===== src/rtl/sleep_clk_ctrl.sv =====
module sleep_clk_ctrl #(
  parameter int SU_W = 16,
  parameter int HALT_CYC = 4
) (
  input  logic            clk,
  input  logic            rst_n,
  input  logic            sleep_en,
  input  logic            sleep_strobe,
  input  logic [2:0]      mode_sel,
  input  logic            async_tmr_en,
  input  logic            adc_en,
  input  logic [SU_W-1:0] startup_cnt,
  input  logic            ext0_req,
  input  logic            ext0_level,
  input  logic            ext1_req,
  input  logic            ext1_level,
  input  logic            twi_match,
  input  logic            tmr2_evt,
  input  logic            nvm_rdy,
  input  logic            adc_done,
  input  logic            io_irq,
  input  logic            sys_reset,
  output logic            clk_en_cpu,
  output logic            clk_en_flash,
  output logic            clk_en_io,
  output logic            clk_en_adc,
  output logic            clk_en_async,
  output logic            osc_en,
  output logic            adc_start,
  output logic            cpu_resume,
  output logic            reset_vec_req
);
  localparam int HW = (HALT_CYC > 1) ? $clog2(HALT_CYC) : 1;

  typedef enum logic [1:0] {ST_ACTIVE, ST_SLEEP, ST_STARTUP, ST_HALT4} st_t;

  st_t             st;
  logic [2:0]      m;
  logic [SU_W-1:0] cnt;
  logic [HW-1:0]   hcnt;

  logic m_adc, m_pd, m_ps, m_sb, m_idle, osc_stops;
  assign m_adc  = (m == 3'b001);
  assign m_pd   = (m == 3'b010);
  assign m_ps   = (m == 3'b011);
  assign m_sb   = (m == 3'b110);
  assign m_idle = !(m_adc || m_pd || m_ps || m_sb);
  assign osc_stops = m_pd || m_ps;

  logic new_conv;
  assign new_conv = adc_en && !(mode_sel inside {3'b010, 3'b011, 3'b110});

  logic lvl_int, any_int, wake_ok;
  assign lvl_int = (ext0_req && ext0_level) || (ext1_req && ext1_level);
  assign any_int = ext0_req || ext1_req || twi_match || tmr2_evt || nvm_rdy
                   || adc_done || io_irq;
  assign wake_ok = m_idle ? any_int :
                   m_adc  ? (lvl_int || twi_match || tmr2_evt || nvm_rdy || adc_done) :
                   m_ps   ? (lvl_int || twi_match || (tmr2_evt && async_tmr_en)) :
                            (lvl_int || twi_match);

  always_ff @(posedge clk or negedge rst_n) begin
    if (!rst_n) begin
      st            <= ST_ACTIVE;
      m             <= 3'b000;
      cnt           <= '0;
      hcnt          <= '0;
      adc_start     <= 1'b0;
      cpu_resume    <= 1'b0;
      reset_vec_req <= 1'b0;
    end else begin
      adc_start     <= 1'b0;
      cpu_resume    <= 1'b0;
      reset_vec_req <= 1'b0;
      if (st == ST_ACTIVE) begin
        if (sleep_strobe && sleep_en) begin
          st        <= ST_SLEEP;
          m         <= mode_sel;
          adc_start <= new_conv;
        end
      end else if (sys_reset) begin
        st            <= ST_ACTIVE;
        reset_vec_req <= 1'b1;
      end else begin
        case (st)
          ST_SLEEP: if (wake_ok) begin
            if (osc_stops && startup_cnt != '0) begin
              st  <= ST_STARTUP;
              cnt <= startup_cnt;
            end else begin
              st   <= ST_HALT4;
              hcnt <= HW'(HALT_CYC - 1);
            end
          end
          ST_STARTUP: begin
            if (cnt == SU_W'(1)) begin
              st   <= ST_HALT4;
              hcnt <= HW'(HALT_CYC - 1);
            end else begin
              cnt <= cnt - 1'b1;
            end
          end
          ST_HALT4: begin
            if (hcnt == '0) begin
              st         <= ST_ACTIVE;
              cpu_resume <= 1'b1;
            end else begin
              hcnt <= hcnt - 1'b1;
            end
          end
          default: st <= ST_ACTIVE;
        endcase
      end
    end
  end

  logic in_act, in_h4, in_slp, asleep;
  assign in_act = (st == ST_ACTIVE);
  assign in_h4  = (st == ST_HALT4);
  assign in_slp = (st == ST_SLEEP);
  assign asleep = in_slp || (st == ST_STARTUP);

  assign clk_en_cpu   = in_act;
  assign clk_en_flash = in_act;
  assign clk_en_io    = in_act || in_h4 || (in_slp && m_idle);
  assign clk_en_adc   = in_act || in_h4 || (in_slp && (m_idle || m_adc));
  assign clk_en_async = in_act || in_h4 ||
                        (asleep && (m_idle || m_adc || (m_ps && async_tmr_en)));
  assign osc_en       = !(in_slp && osc_stops);

  assert_pulse_excl_R11: assert property (@(posedge clk) disable iff (!rst_n)
    !(cpu_resume && reset_vec_req));

  assert_resume_after_hold_R10: assert property (@(posedge clk) disable iff (!rst_n)
    (st == ST_HALT4 && hcnt == '0 && !sys_reset) |=> (cpu_resume && clk_en_cpu));

  assert_adc_start_cause_R9: assert property (@(posedge clk) disable iff (!rst_n)
    (in_act && sleep_strobe && sleep_en && new_conv) |=> adc_start);

  assert_strobe_ignored_R1: assert property (@(posedge clk) disable iff (!rst_n)
    (in_act && sleep_strobe && !sleep_en) |=> (clk_en_cpu && !adc_start));

  assert_reset_exit_R11: assert property (@(posedge clk) disable iff (!rst_n)
    (!in_act && sys_reset) |=> (reset_vec_req && in_act && !cpu_resume));

  assert_startup_osc_R10: assert property (@(posedge clk) disable iff (!rst_n)
    (st == ST_STARTUP) |-> (osc_en && !clk_en_cpu));
endmodule


===== config.mk =====
export PLATFORM = sky130hd
export DESIGN_NAME = sleep_clk_ctrl
export DESIGN_NICKNAME = d
export VERILOG_FILES = /design/src/rtl/sleep_clk_ctrl.sv
export SDC_FILE = /design/constraint.sdc
export NUM_CORES = 1
export LEC_CHECK = 0
export ABC_AREA = 1
export BUFFER_PORTS_ARGS = -buffer_cell sky130_fd_sc_hd__buf_2
export CAP_MARGIN = 30
export CORE_MARGIN = 2
export CORE_UTILIZATION = 40
export DETAILED_ROUTE_END_ITERATION = 12
export HOLD_SLACK_MARGIN = 0.02
export MAX_ROUTING_LAYER = met4
export PLACE_DENSITY = 0.72
export SLEW_MARGIN = 40
export SYNTH_ARGS = -nofsm -noshare
export SYNTH_HDL_FRONTEND = slang
export SYNTH_SLANG_ARGS = --single-unit
export TNS_END_PERCENT = 30

===== constraint.sdc =====
create_clock -name clk -period 1.6 [get_ports clk]
set_input_delay 0.32 -clock clk [delete_from_list [all_inputs] [get_ports clk]]
set_output_delay 0.32 -clock clk [all_outputs]
set_load 0.1 [all_outputs]

==> key figures <==
Global routing
  • Overflow after GRT: 0
  • Largest net degree at the start of global routing: 27
  • Initial antenna violation count: 0
  • Vias in the first global route: 2326
  • First-pass GRT wire length: just under 10 mm
  • GR Util All Layers: 21.2%

Drt
  • Pre-Repair DR Iteration Count: 4
  • Met1 wire length: 2.48 mm
  • DR WL met2: between 2 and 3 mm
  • Antenna Violating Nets Remaining: 0
  • # DRC: 0
  • Routed WL: 5.75 mm
  • Via count: ~2300
  • First DRT Iteration DRCs: 131
  • WL/cell: between 10 and 15 um
  • Met3 WL: between 200 and 300 um
  • Via-to-Cell Ratio: roughly 4.8
  • Top Layer Used: met4

Worst setup path
  • Worst setup path endpoint: clk_en_async
  • Crit path max fanout: 4
  • Crit end category: output port
  • FF-to-FF setup slack: -0.03 ns
  • CP Class: reg -> out
  • Critical Path Start: m[0]
  • Startpoint class of the critical path: flop
  • Buf+Inv Stages, Crit Path: 3
  • Worst Path Arrival: 1.47 ns
  • R2R Path Start: st[0]
  • Reg2Reg Depth: 12
  • CP top delay family: buffers and inverters
  • Worst stage delay on the critical path: approximately 0.43 ns
  • Slowest-stage cell, CP: dfrtp_1
  • Req. time, crit path: around 1.3 ns
  • RR Endpoint: cnt[9]
  • Worst-path cell chain: buf_6, a21boi_2, buf_4, o211ai_1, clkbuf_16
  • Crit path depth: 5

Power and ir drop
  • Psw: 3.05 mW
  • Worst IR drop on VDD: 1.86 mV
  • Power Total: between 5 and 6 mW
  • Net Sw Frac: 51.0%
  • P_int: 2.93 mW
  • Leakage power total: 1.54 nW
  • Sequential power share: just over 20%
  • Combinational power share: 73.6%
  • Clock share of power: 6.3%
  • Pwr dens: 2010 mW/mm^2

Logic synthesis
  • Top FF cell, synth: dfrtp_1
  • Post-Syn Nets: 359
  • Post-synth top cells: nand2_1, nor2_1, inv_1
  • Sequential fraction of the synthesis area: 31.1%
  • Ys Warns: 0
  • Cell taking the most area after synthesis: dfrtp_1
  • Register bit total from synthesis: 26
  • Top cell type's share of synthesized area: 31.1%
  • Fraction of registers with async set or reset after synthesis: 100%
  • Most numerous cell in the Yosys netlist: nand2_1
  • Post-synth EDFFs: 0
  • Synth area leaders: dfrtp_1, nand2_1, nor2_1
  • Post-Syn Area per Cell: 6.59 sq um
  • Post-Synthesis Cells: 317
  • Netlist cell types: 29
  • Synth Cell Area: 0.00209 sq mm

Layout
  • Layout cell share with drive strength beyond 1: between 30 and 40%
  • Fill cells: 475
  • Nets: 445
  • Ant. Diodes: 0
  • Post-layout util: 58.5%
  • Layout Cells excl Fill: roughly 470
  • Post-Layout Inst Area: 0.00297 sq mm
  • Synth-to-Final Area Change: 42.2%

Clock tree
  • CTS Sinks: 26
  • Clock transition at path regs: 0.09 ns
  • Hold Buf Count CTS: 0
  • Total CTS buffers: 3
  • CTS tree: yes
  • Root Driver: clkbuf_8
  • CTS Buffer Depth: 2
  • Clock Latency Late Sink: 0.27 ns
  • H-tree Lvls: 1

STA
  • Slew margin rel.: 58.5%
  • Hold Violations, Final: 0
  • Crit path time final: roughly 1.8 ns
  • Worst Skew: 0.00111 ns
  • Fmax: approximately 560 MHz
  • Unrepaired setup endpoints after global routing: true
  • Slew Limit Fails: 0
  • Hold WS: 0.0576 ns
  • Worst Max-Slew Pin Slew: 0.623 ns
  • Fin crit share: 112%
  • Setup_tns: -0.810 ns
  • Final setup margin: -0.195 ns
  • Setup violators final: 13

Die
  • Area of the core: 0.00507 sq mm
  • Area of the die: just under 0.006 sq mm
  • Overall die width: between 70 and 80 um
  • Io pins: between 40 and 50
  • Initial core utilization: 41.2%
  • Row cnt: 26
  • Die H: 76.3 um

Place
  • Area after DPL: 0.00272 sq mm
  • Dpl hpwl: 4.19 mm
  • Port bufs: 43
  • Placement Setup Slack: -0.123 ns
  • Dpl cells: 457
  • Final GP Congestion: 0.865

Run
  • # Max-Cap Violations: 0

Hold path
  • HP Class: in -> async

Status
  • Status: complete, but fails checks
  • Failing checks: setup timing
## power by group through the flow
stage,logic [mW],clock network (mW),registers (mW)
6_report,4.40,0.375,1.21
5_1_grt,4.77,0.405,1.24
4_1_cts,4.22,0.391,1.18
3_5_place_dp,3.90,0,1.20
3_3_place_gp,3.83,0,1.19
2_1_floorplan,2.48,0,1.28
## metal layers
layer | vias to the layer above | GRT usage, %
met5 | - | -
met4 | 0 | 4.55
met3 | 4 | 2.84
met2 | 60 | 38.3
met1 | 1046 | 25.3
li1 | 1165 | -
## cell families after synthesis
logic type                 Yosys count  synth area share (%)
adders and majority gates            7                  4.19
buffers and inverters               44                  9.76
xor gates and xnor gates             2                 0.838
and+or+nand+nor                    200                  42.3
DFF                                 26                  31.1
AOI/OAI and AO/OA                   38                  11.8
## sequential cells by signal (all words and copies together), names as in the netlist
register and count:
adc_start 1, cnt 16, cpu_resume 1, hcnt 2
m 3, reset_vec_req 1, st 2
## layout make-up
class | count | area (sq um) | area share, %
Timing Repair Buffer | 86 | 681 | 22.9
Tap cell | 70 | 87.6 | 2.95
Clock buffer | 3 | 41.3 | 1.39
Inverter | 37 | 144 | 4.84
Multi-Input combinational cell | 249 | 1370 | 46.0
Sequential cell | 26 | 651 | 21.9
## worst min-delay path by stage
stage           from   endpoint  slack [ns]
5_1_grt        rst_n     cnt[7]        0.11
3_5_place_dp   rst_n     cnt[7]        0.38
3_3_place_gp   rst_n     cnt[7]        0.37
6_report       rst_n     cnt[7]        0.06
2_1_floorplan  rst_n  adc_start        0.02
4_1_cts        rst_n     cnt[5]        0.08
## placed cells by master (no fill, tap or decap), drive strengths merged, types with 2 or more instances in the layout
| cell type | instances |
|---|---|
| nand2 | 118 |
| buf | 85 |
| nor2 | 51 |
| inv | 37 |
| o21ai | 29 |
| nand3 | 28 |
| dfrtp | 26 |
| ha | 7 |
| a21oi | 5 |
| clkbuf | 4 |
| nand4 | 2 |
| a31oi | 2 |
## worst register-to-register path, cell delays in order (launching register included)
cell     delay (ns)
dfrtp_1        0.41
buf_4          0.15
ha_4           0.15
nand2_1        0.07
nor2_1         0.04
nand2_1        0.10
nor2_4         0.05
nand2_4        0.08
nand2_8        0.07
buf_6          0.13
nor2_8         0.15
nand2_1        0.09
o21ai_2        0.06
## repair_timing
item                       in CTS  in global routing
pin swaps                      11                  8
resized for setup              13                 19
setup endpoints to repair      24                 26
cloned                          2                  0
buffers inserted                6                  3
Power figures use the tool's default switching activity.
